[config.mk]
export PLATFORM = sky130hd
export DESIGN_NAME = spi_multi_master
export DESIGN_NICKNAME = d
export VERILOG_FILES = /design/src/rtl/spi_mm_pkg.sv /design/src/rtl/spi_mm_cfg.sv /design/src/rtl/spi_mm_tick.sv /design/src/rtl/spi_mm_engine.sv /design/src/rtl/spi_multi_master.sv
export SDC_FILE = /design/constraint.sdc
export NUM_CORES = 1
export LEC_CHECK = 0
export BUFFER_PORTS_ARGS = -buffer_cell sky130_fd_sc_hd__buf_2
export CELL_PAD_IN_SITES_DETAIL_PLACEMENT = 0
export CELL_PAD_IN_SITES_GLOBAL_PLACEMENT = 2
export CORE_MARGIN = 2
export CORE_UTILIZATION = 27
export DETAILED_ROUTE_END_ITERATION = 7
export PLACE_DENSITY = 0.64
export SLEW_MARGIN = 40
export SYNTH_ARGS = -nofsm -noshare
export SYNTH_HDL_FRONTEND = slang
export SYNTH_HIERARCHICAL = 1
export SYNTH_SLANG_ARGS = --single-unit
[constraint.sdc]
create_clock -name clk -period 3.9 [get_ports clk]
set_input_delay 0.195 -clock clk [delete_from_list [all_inputs] [get_ports clk]]
set_output_delay 0.195 -clock clk [all_outputs]
set_load 0.005 [all_outputs]
[src/rtl/spi_mm_pkg.sv]
package spi_mm_pkg;

    // Widest frame the shifter supports.
    localparam int unsigned WORD_W = 32;

    // Engine sequencing states.
    typedef enum logic [1:0] {
        ST_IDLE  = 2'd0,
        ST_PREP  = 2'd1,
        ST_SHIFT = 2'd2,
        ST_HOLD  = 2'd3
    } eng_state_e;

    // Stored mode of one target.
    typedef struct packed {
        logic cpol;
        logic cpha;
    } tgt_mode_t;

    // Length code to bit count: 00 -> 8, 01 -> 16, 1x -> 32.
    function automatic logic [5:0] frame_bits(input logic [1:0] code);
        case (code)
            2'b00:   return 6'd8;
            2'b01:   return 6'd16;
            default: return 6'd32;
        endcase
    endfunction

endpackage

[src/rtl/spi_mm_cfg.sv]
// spi_mm_cfg: mode registers for the targets and the clock divider.
// Holds one polarity/phase pair per target and a single divider value.
// The mode of one target is read out combinationally by index.
// Assumes rd_tgt and cfg_tgt are always below N_TGT.
module spi_mm_cfg
    import spi_mm_pkg::*;
#(
    parameter int unsigned N_TGT     = 4,
    parameter int unsigned TW        = 2,
    parameter int unsigned DIV_W     = 8,
    parameter int unsigned DIV_RESET = 1
) (
    input  logic             clk,
    input  logic             rst_n,
    input  logic             cfg_we,
    input  logic [TW-1:0]    cfg_tgt,
    input  tgt_mode_t        cfg_mode,
    input  logic             div_we,
    input  logic [DIV_W-1:0] div_val,
    input  logic [TW-1:0]    rd_tgt,
    output tgt_mode_t        rd_mode,
    output logic [DIV_W-1:0] div_q
);

    tgt_mode_t slot_view [N_TGT];

    for (genvar g = 0; g < N_TGT; g++) begin : g_slot
        tgt_mode_t slot_q;

        // Store the mode written for this target.
        always_ff @(posedge clk) begin
            if (!rst_n)
                slot_q <= '0;
            else if (cfg_we && cfg_tgt == TW'(g))
                slot_q <= cfg_mode;
        end

        assign slot_view[g] = slot_q;
    end

    // Store the divider value.
    always_ff @(posedge clk) begin
        if (!rst_n)
            div_q <= DIV_W'(DIV_RESET);
        else if (div_we)
            div_q <= div_val;
    end

    assign rd_mode = slot_view[rd_tgt];


    mode_store_chk: assert property (@(posedge clk) disable iff (!rst_n)
        (cfg_we && !div_we) |=> (slot_view[$past(cfg_tgt)] == $past(cfg_mode)));

endmodule

[src/rtl/spi_mm_tick.sv]
// spi_mm_tick: half-period tick generator for the serial clock.
// While en is high it emits one tick every div+1 cycles.
// It restarts from zero whenever en is low.
// Assumes div stays stable while en is high.
module spi_mm_tick #(
    parameter int unsigned DIV_W = 8
) (
    input  logic             clk,
    input  logic             rst_n,
    input  logic             en,
    input  logic [DIV_W-1:0] div,
    output logic             tick
);

    logic [DIV_W-1:0] cnt_q;

    assign tick = en && (cnt_q == div);

    // Count system cycles within one half period.
    always_ff @(posedge clk) begin
        if (!rst_n)
            cnt_q <= '0;
        else if (!en || tick)
            cnt_q <= '0;
        else
            cnt_q <= cnt_q + 1'b1;
    end


    half_period_range_chk: assert property (@(posedge clk) disable iff (!rst_n)
        en |-> (cnt_q <= div));


    tick_restart_chk: assert property (@(posedge clk) disable iff (!rst_n)
        (tick && en && $stable(div) && div != '0) |=> !tick);

endmodule

[src/rtl/spi_mm_engine.sv]
// spi_mm_engine: transfer sequencer and shift datapath.
// On an accepted request it latches the target, length, mode and divider.
// It moves sclk to the idle level for one cycle, then asserts the select
// and toggles sclk on every tick. It shifts MSB first and samples miso.
// After a hold half-period it releases the select and pulses done.
// Assumes sel_mode is the stored mode of req_tgt in the same cycle.
module spi_mm_engine
    import spi_mm_pkg::*;
#(
    parameter int unsigned N_TGT = 4,
    parameter int unsigned TW    = 2,
    parameter int unsigned DIV_W = 8
) (
    input  logic              clk,
    input  logic              rst_n,
    input  logic              req_valid,
    input  logic [TW-1:0]     req_tgt,
    input  logic [1:0]        req_len,
    input  logic [WORD_W-1:0] req_data,
    input  tgt_mode_t         sel_mode,
    input  logic [DIV_W-1:0]  div_cfg,
    input  logic              tick,
    output logic              tick_en,
    output logic [DIV_W-1:0]  lat_div,
    output logic              busy,
    output logic              done,
    output logic [WORD_W-1:0] rx_data,
    output logic              sclk,
    output logic              mosi,
    input  logic              miso,
    output logic [N_TGT-1:0]  ss_n
);

    localparam int unsigned EW = 7;

    eng_state_e        st;
    logic [TW-1:0]     lat_tgt;
    logic [5:0]        lat_bits;
    tgt_mode_t         lat_mode;
    logic [WORD_W-1:0] tx_sh;
    logic [WORD_W-1:0] rx_sh;
    logic [EW-1:0]     ecnt;
    logic              samp_edge;
    logic              drv_edge;
    logic              last_edge;
    logic              sel_live;

    // Choose, per edge, whether to sample or to drive.
    always_comb begin
        samp_edge = lat_mode.cpha ? ecnt[0] : ~ecnt[0];
        drv_edge  = lat_mode.cpha ? (~ecnt[0] && ecnt != '0) : ecnt[0];
        last_edge = (ecnt == ({1'b0, lat_bits} << 1) - 1'b1);
        sel_live  = (st == ST_SHIFT) || (st == ST_HOLD);
    end

    // Sequence the transfer and move the shift registers.
    always_ff @(posedge clk) begin
        if (!rst_n) begin
            st       <= ST_IDLE;
            lat_tgt  <= '0;
            lat_bits <= 6'd8;
            lat_mode <= '0;
            lat_div  <= '0;
            tx_sh    <= '0;
            rx_sh    <= '0;
            rx_data  <= '0;
            ecnt     <= '0;
            sclk     <= 1'b0;
            done     <= 1'b0;
        end else begin
            done <= 1'b0;
            unique case (st)
                ST_IDLE: begin
                    if (req_valid) begin
                        lat_tgt  <= req_tgt;
                        lat_bits <= frame_bits(req_len);
                        lat_mode <= sel_mode;
                        lat_div  <= div_cfg;
                        tx_sh    <= req_data << (6'd32 - frame_bits(req_len));
                        rx_sh    <= '0;
                        ecnt     <= '0;
                        sclk     <= sel_mode.cpol;
                        st       <= ST_PREP;
                    end
                end
                ST_PREP: st <= ST_SHIFT;
                ST_SHIFT: begin
                    if (tick) begin
                        sclk <= ~sclk;
                        ecnt <= ecnt + 1'b1;
                        if (samp_edge)
                            rx_sh <= {rx_sh[WORD_W-2:0], miso};
                        if (drv_edge)
                            tx_sh <= tx_sh << 1;
                        if (last_edge)
                            st <= ST_HOLD;
                    end
                end
                ST_HOLD: begin
                    if (tick) begin
                        rx_data <= rx_sh;
                        done    <= 1'b1;
                        st      <= ST_IDLE;
                    end
                end
                default: st <= ST_IDLE;
            endcase
        end
    end

    assign busy    = (st != ST_IDLE);
    assign tick_en = sel_live;
    assign mosi    = tx_sh[WORD_W-1];

    for (genvar g = 0; g < N_TGT; g++) begin : g_sel
        assign ss_n[g] = !(sel_live && lat_tgt == TW'(g));
    end


    one_select_chk: assert property (@(posedge clk) disable iff (!rst_n)
        $onehot0(~ss_n));


    idle_before_sel_chk: assert property (@(posedge clk) disable iff (!rst_n)
        ((&$past(ss_n)) && !(&ss_n)) |-> (sclk == lat_mode.cpol && $stable(sclk)));


    edge_bound_chk: assert property (@(posedge clk) disable iff (!rst_n)
        (st == ST_SHIFT) |-> (ecnt < ({1'b0, lat_bits} << 1)));


    busy_ignore_chk: assert property (@(posedge clk) disable iff (!rst_n)
        (busy && req_valid) |=> ($stable(lat_tgt) && $stable(lat_bits) && $stable(lat_mode)));


    done_single_chk: assert property (@(posedge clk) disable iff (!rst_n)
        done |=> !done);


    done_release_chk: assert property (@(posedge clk) disable iff (!rst_n)
        done |-> (&ss_n && !busy));

endmodule

[src/rtl/spi_multi_master.sv]
// spi_multi_master: top of the multi-target serial master.
// Connects the mode registers, the tick generator and the engine.
// The mode of the requested target is looked up in the cycle of the
// request. Assumes that targets drive miso only while selected.
module spi_multi_master
    import spi_mm_pkg::*;
#(
    parameter int unsigned N_TGT     = 4,
    parameter int unsigned DIV_W     = 8,
    parameter int unsigned DIV_RESET = 1,
    localparam int unsigned TW       = (N_TGT > 1) ? $clog2(N_TGT) : 1
) (
    input  logic              clk,
    input  logic              rst_n,
    input  logic              cfg_we,
    input  logic [TW-1:0]     cfg_tgt,
    input  logic              cfg_cpol,
    input  logic              cfg_cpha,
    input  logic              div_we,
    input  logic [DIV_W-1:0]  div_val,
    input  logic              req_valid,
    input  logic [TW-1:0]     req_tgt,
    input  logic [1:0]        req_len,
    input  logic [WORD_W-1:0] req_data,
    output logic              busy,
    output logic              done,
    output logic [WORD_W-1:0] rx_data,
    output logic              sclk,
    output logic              mosi,
    input  logic              miso,
    output logic [N_TGT-1:0]  ss_n
);

    tgt_mode_t        sel_mode;
    tgt_mode_t        wr_mode;
    logic [DIV_W-1:0] div_q;
    logic [DIV_W-1:0] lat_div;
    logic             tick;
    logic             tick_en;

    assign wr_mode = '{cpol: cfg_cpol, cpha: cfg_cpha};

    spi_mm_cfg #(
        .N_TGT(N_TGT), .TW(TW), .DIV_W(DIV_W), .DIV_RESET(DIV_RESET)
    ) u_cfg (
        .clk(clk), .rst_n(rst_n),
        .cfg_we(cfg_we), .cfg_tgt(cfg_tgt), .cfg_mode(wr_mode),
        .div_we(div_we), .div_val(div_val),
        .rd_tgt(req_tgt), .rd_mode(sel_mode), .div_q(div_q)
    );

    spi_mm_tick #(.DIV_W(DIV_W)) u_tick (
        .clk(clk), .rst_n(rst_n), .en(tick_en), .div(lat_div), .tick(tick)
    );

    spi_mm_engine #(.N_TGT(N_TGT), .TW(TW), .DIV_W(DIV_W)) u_eng (
        .clk(clk), .rst_n(rst_n),
        .req_valid(req_valid), .req_tgt(req_tgt), .req_len(req_len),
        .req_data(req_data), .sel_mode(sel_mode), .div_cfg(div_q),
        .tick(tick), .tick_en(tick_en), .lat_div(lat_div),
        .busy(busy), .done(done), .rx_data(rx_data),
        .sclk(sclk), .mosi(mosi), .miso(miso), .ss_n(ss_n)
    );

endmodule

=== Word level (Yosys, flattened, before mapping) ===
Index checks and enable logic that the tools add are counted.

* Output and inout bits: 40
* Bits of input ports: 54
* Register bits: 148
* Word-level logic and storage cells: 110

* Order comparisons: 1
* Add/sub/neg operators: 4
* Mux-type cells: 29
* Bitwise logic cells: 4
* Eq/ne operators: 18
* Reductions and logical operators: 32
* Shift operators: 1

{| class="wikitable"
|+ Operator list
! cell !! number
|-
| 32-bit two-way mux || 6
|-
| 32-bit case mux with 2 select lines || 2
|-
| 32-bit by 6-bit << shifter with 32-bit output || 1
|-
| 6-bit two-way mux || 3
|-
| 7-bit two-way mux || 2
|-
| 7-bit case mux with 2 select lines || 1
|-
| 2-bit equality test, second input constant || 6
|-
| 2-bit two-way mux || 6
|-
| 6-bit case mux with 2 select lines || 1
|-
| 4-bit AND reduction || 3
|-
| 1-bit logical AND || 10
|-
| 8-bit by 1-bit adder with 8-bit output, second input constant || 1
|-
| 2-bit by 1-bit equality test with 1-bit output, second input constant || 4
|-
| 8-bit equality test || 1
|-
| 2-bit logical NOT || 4
|-
| 2-bit case mux with 4 select lines || 1
|-
| 7-bit by 1-bit adder with 7-bit output, second input constant || 1
|-
| 7-bit equality test || 1
|-
| 7-bit nonzero test || 1
|-
| 7-bit by 1-bit subtractor with 7-bit output, second input constant || 1
|-
| 2-bit by 1-bit != test with 1-bit output, second input constant || 3
|-
| 2-bit != test, second input constant || 3
|-
| 2-bit AND reduction || 3
|-
| 6-bit subtractor, first input constant || 1
|-
| 11 further kinds || 23
|}

=== Logic depth before layout (Yosys ltp) ===
* Depth after elaboration: 9
* Gate-level depth with buffers: 12

=== By module ===
Netlist, hierarchy kept.

{| class="wikitable"
|+ Modules (own cells, without submodules)
! module !! instances !! cells each !! area an instance (sq um)
|-
| spi_mm_engine || 1 || 630 || 5581.6
|-
| spi_mm_cfg || 1 || 59 || 668.1
|-
| spi_mm_tick || 1 || 45 || 466.7
|}

=== Worst setup path before layout ===
No wires, ideal clock.

* Kind: register to register
* From: register u_tick.cnt_q[5]
* To: register u_eng.rx_sh[18]
* Cell stages (with the launch flop): 10
* Path buffers: 2
* Data arrival time: 2.117 ns
* Setup slack: 1.655 ns
* Cell sequence: dfxtp_1 -> xor2_1 -> nor4_4 -> and3_1 -> clkbuf_1 -> nand2b_1 -> a32oi_2 -> buf_4 -> a22oi_1 -> nor2_1

* Cells in the longest elaborated chain, start to end: 4

{| class="wikitable"
|+ RTL lines
! item !! RTL line !! text
|-
| start, declared || spi_mm_tick.sv:15 || <nowiki>logic [DIV_W-1:0] cnt_q;</nowiki>
|-
| start signal, assigned || spi_mm_tick.sv:26 || <nowiki>cnt_q <= cnt_q + 1'b1;</nowiki>
|-
| 8-bit equality test || spi_mm_tick.sv:17 || <nowiki>assign tick = en && (cnt_q == div);</nowiki>
|-
| 1-bit logical AND || spi_mm_tick.sv:17 ||
|-
| named net tick || spi_multi_master.sv:38 || <nowiki>logic tick;</nowiki>
|-
| 2-bit != test (no line) || n/a ||
|-
| 4-bit AND reduction (no line) || n/a ||
|-
| end signal, assigned || spi_mm_engine.sv:92 || <nowiki>rx_sh <= {rx_sh[WORD_W-2:0], miso};</nowiki>
|-
| end, declared || spi_mm_engine.sv:41 || <nowiki>logic [WORD_W-1:0] rx_sh;</nowiki>
|}

The timed path passes the listed nets, and every way through them passes these cells.
A chain may end at the register's enable or synchronous reset.

=== Final worst setup path ===
* From: register u_tick.cnt_q[5]
* To: register u_eng.tx_sh[7]

* Cells in the longest elaborated chain, start to end: 4

{| class="wikitable"
|+ RTL lines
! item !! RTL line !! text
|-
| 8-bit equality test || spi_mm_tick.sv:17 ||
|-
| 1-bit logical AND || spi_mm_tick.sv:17 ||
|-
| named net tick || spi_multi_master.sv:38 ||
|-
| 2-bit != test (no line) || n/a ||
|-
| 4-bit AND reduction (no line) || n/a ||
|-
| end signal, assigned || spi_mm_engine.sv:79 || <nowiki>tx_sh <= req_data << (6'd32 - frame_bits(req_len));</nowiki>
|-
| end signal, assigned || spi_mm_engine.sv:94 || <nowiki>tx_sh <= tx_sh << 1;</nowiki>
|-
| end, declared || spi_mm_engine.sv:40 || <nowiki>logic [WORD_W-1:0] tx_sh;</nowiki>
|}

The timed path passes the listed nets, and every way through them passes these cells.

==> metrics.cfg <==
[drt]
dr.pass1.iters = 4
wl_per_cell_um = 15.2
wl_um = 17200
drc = 0
drtAntennaViolNets = 0
drtIter0Drc = 273
vias_per_cell = 4.81
via_count = 5459

[synthesis]
synth_edf_count = 0
synth_cell_type_count = 63
synth_top_area_share = 0.432
syn_inst = 734
yosys_warnings = 6
ys.flop_type = dfxtp_1
async_reset_ff_frac = 0
synthesis.nets = 796
syn_avg_cell_area_sq_um = 9.15
synthTopCellsByArea = dfxtp_1 (43%), nand2_1 (7.0%), a21oi_1 (6.6%)
synth-seq-cells = 145
ys_seq_area_frac = 0.432
syn-cell-area_sq_um = 6720
synth_top_area_cell = dfxtp_1

[floorplan]
initial_utilization = 0.275
die-area_sq_um = 26200
die_w_um = 162
ios = 94
core_sq_um = 24400
dieHeight_um = 162
rows = 57

[hold_path]
holdCritPathClass = in -> reg
hold_path_depth = 3
hp-start = div_val[5]
whs_endpoint = u_cfg/div_q[5]

[power]
clock_power_share = 0.321
p_int_mw = 3.02
finalPower_mw = 4.73
p_seq_frac = 0.382
power_frac_comb = 0.297
p_switching_mw = 1.72
p_per_area_nw_per_um2 = 600
ir_drop_mv = 0.260
p_leak_nw = 2.94
switching_share = 0.363

[placed_design]
port_buffers = 93
gp_congestion = 0.802
post-dp-hpwl_um = 11700
place_ws_ps = 859

[timing]
tightest_slew_ps = 795
setup_viol = 0
skew_ps = 11.1
period_minus_slack_ps = 3080
rsz0062_at_grt = false
setup_tns_ps = 0
slew_headroom = 0.470
fin_crit_sh = 0.790
post-route-worst-setup-slack_ps = 818
maxSlewViolCount = 0
finalHoldViolations = 0
max_freq_ghz = 0.324

[clock_tree]
htree_levels = 4
ctsRootBufferMaster = clkbuf_16
numCtsBuffers = 17
clk_latency_ps = 420
cts_setup_buffers = 0
cts.sinks = 145
cts_tree = done
cts.path.max_buffers = 2
clkTransAtPathRegs_ps = 70

[critical_path]
r2r_cells = 8
cp_data_required_time_ps = 4160
cpLargestDelayFamily = simple AND/OR/NAND/NOR gates
end_kind = flop
worst_setup_path_start_kind = flop
worst-setup-path-type = reg -> reg
critPathMaxStageDelay_ps = 520
path_buf_inv = 1
path_cells = xor2_1, nor4_4, and3_1, nor2b_1, nor2_2, and2_1, buf_4, a311oi_2
r2r-end = u_eng/tx_sh[7]
cp_max_fo = 31
crit_path_top_delay_cell = nor4_4
ff2ff_setup_slack_ps = 820
cp.arrival_ps = 3350
r2r_start = u_tick/cnt_q[5]

[run_status]
outcome = completed

[finish]
area_growth_pct = 17.6
final_cell_mix = dfxtp_1 (145), nand2_1 (125), buf_2 (93), a21oi_1 (88), a22oi_1 (48)
insertedDiodeCount = 0
layout-drive-gt1-share = 0.232
layout_commonest_cell = dfxtp_1
fin_nets = 861

[global_route]
grt_overflow = 0
antenna_found_initial = 0
grt_pass1_wl_um = 28600
gr-usage-all-layers = 0.136
first_global_vias = 5492
grt_start_max_net_pins = 104

[run]
maxCapViolations = 0

==> cell families after synthesis <==
family                     Yosys count  synth area share
and+or+nand+nor                    239             0.173
AOI/OAI and AO/OA                  214             0.215
DFF                                145             0.432
buffers and inverters               70            0.0572
muxes                               37            0.0773
xor gates and xnor gates            21            0.0306
adders and majority gates            8            0.0149
==> power by group through the flow <==
| stage | clock network [mW] | registers [mW] | logic [mW] |
|---|---|---|---|
| 3_5_place_dp | 0 | 1.84 | 1.41 |
| 3_3_place_gp | 0 | 1.84 | 1.37 |
| 6_report | 1.52 | 1.81 | 1.41 |
| 4_1_cts | 1.57 | 1.81 | 1.42 |
| 2_1_floorplan | 0 | 1.80 | 1.21 |
| 5_1_grt | 1.65 | 1.83 | 1.57 |
==> worst min-delay path, cell delays in order <==
cell,delay [ps]
buf_2,80
mux2i_1,50
nor2b_1,90
==> worst max path at each step <==
stage                                from               to  slack [ps]  cells after the start
after global placement    u_tick/cnt_q[5]   u_eng/tx_sh[6]         940                      8
after detailed placement  u_tick/cnt_q[5]   u_eng/tx_sh[3]         860                      8
after CTS                 u_tick/cnt_q[5]   u_eng/tx_sh[7]         820                      8
after global routing      u_tick/cnt_q[5]   u_eng/tx_sh[7]         540                      8
final                     u_tick/cnt_q[5]   u_eng/tx_sh[7]         820                      8
after floorplan           u_tick/cnt_q[5]  u_eng/rx_sh[18]        1660                      9
==> per-layer routing <==
metal | up-vias | wire, um | GRT usage | part of all wire
met5 | - | 0 | 0 | 0
met4 | 0 | 347 | 0.0503 | 0.020
met3 | 22 | 445 | 0.0299 | 0.026
met2 | 76 | 8500 | 0.230 | 0.49
met1 | 2594 | 7940 | 0.170 | 0.46
li1 | 2767 | - | - | -
==> stage by stage <==
stage / instance area (sq um) / instances / utilization / hold slack [ps]
2_1_floorplan: 6720 / 734 / - / 284
3_3_place_gp: 7330 / 1103 / 0.300 / 418
3_5_place_dp: 7330 / 1103 / 0.301 / 431
4_1_cts: 7890 / 1136 / 0.324 / 8.84
5_1_grt: 7900 / 1136 / 0.324 / 28.2
6_report: 7900 / 1136 / 0.324 / 29.9
==> synthesized netlist by cell type, drive strengths merged (8+ instances only) <==
cell type,n
dfxtp,145
nand2,126
a21oi,88
a22oi,49
nor2,49
clkbuf,33
buf,25
o21ai,22
a211oi,21
mux2i,17
a311oi,16
xor2,16
inv,11
and3,10
mux2,10
mux4,10
nand3,9
nor2b,9
o211ai,9
ha,8
or3b,8
==> sequential cells by signal, indices dropped and copies added, names as in the netlist <==
signal and flops:
u_tick/cnt_q 8, u_eng/tx_sh 32, u_eng/lat_bits 3, u_eng/rx_sh 32
u_eng/lat_tgt 2, u_eng/ecnt 7, u_cfg/g_slot.slot_q 8, u_eng/done 1
u_eng/sclk 1, u_eng/rx_data 32, u_eng/st 2, u_cfg/div_q 8
u_eng/lat_div 8, u_eng/lat_mode 1
==> final cells by class <==
cell class	count	area (sq um)
Timing Repair Buffer	104	557
Sequential cell	145	2900
Multi-Input combinational cell	519	3430
Fill cell	2585	16500
Tap cell	324	405
Clock inverter	15	125
Inverter	12	48.8
Clock buffer	17	425
==> what timing repair did <==
action                    in CTS  in global routing
hold endpoints to repair       1                  0
gates resized for setup        0                  0
hold buffers                   1                  0
No activity file was read; power rests on OpenSTA's default activity.
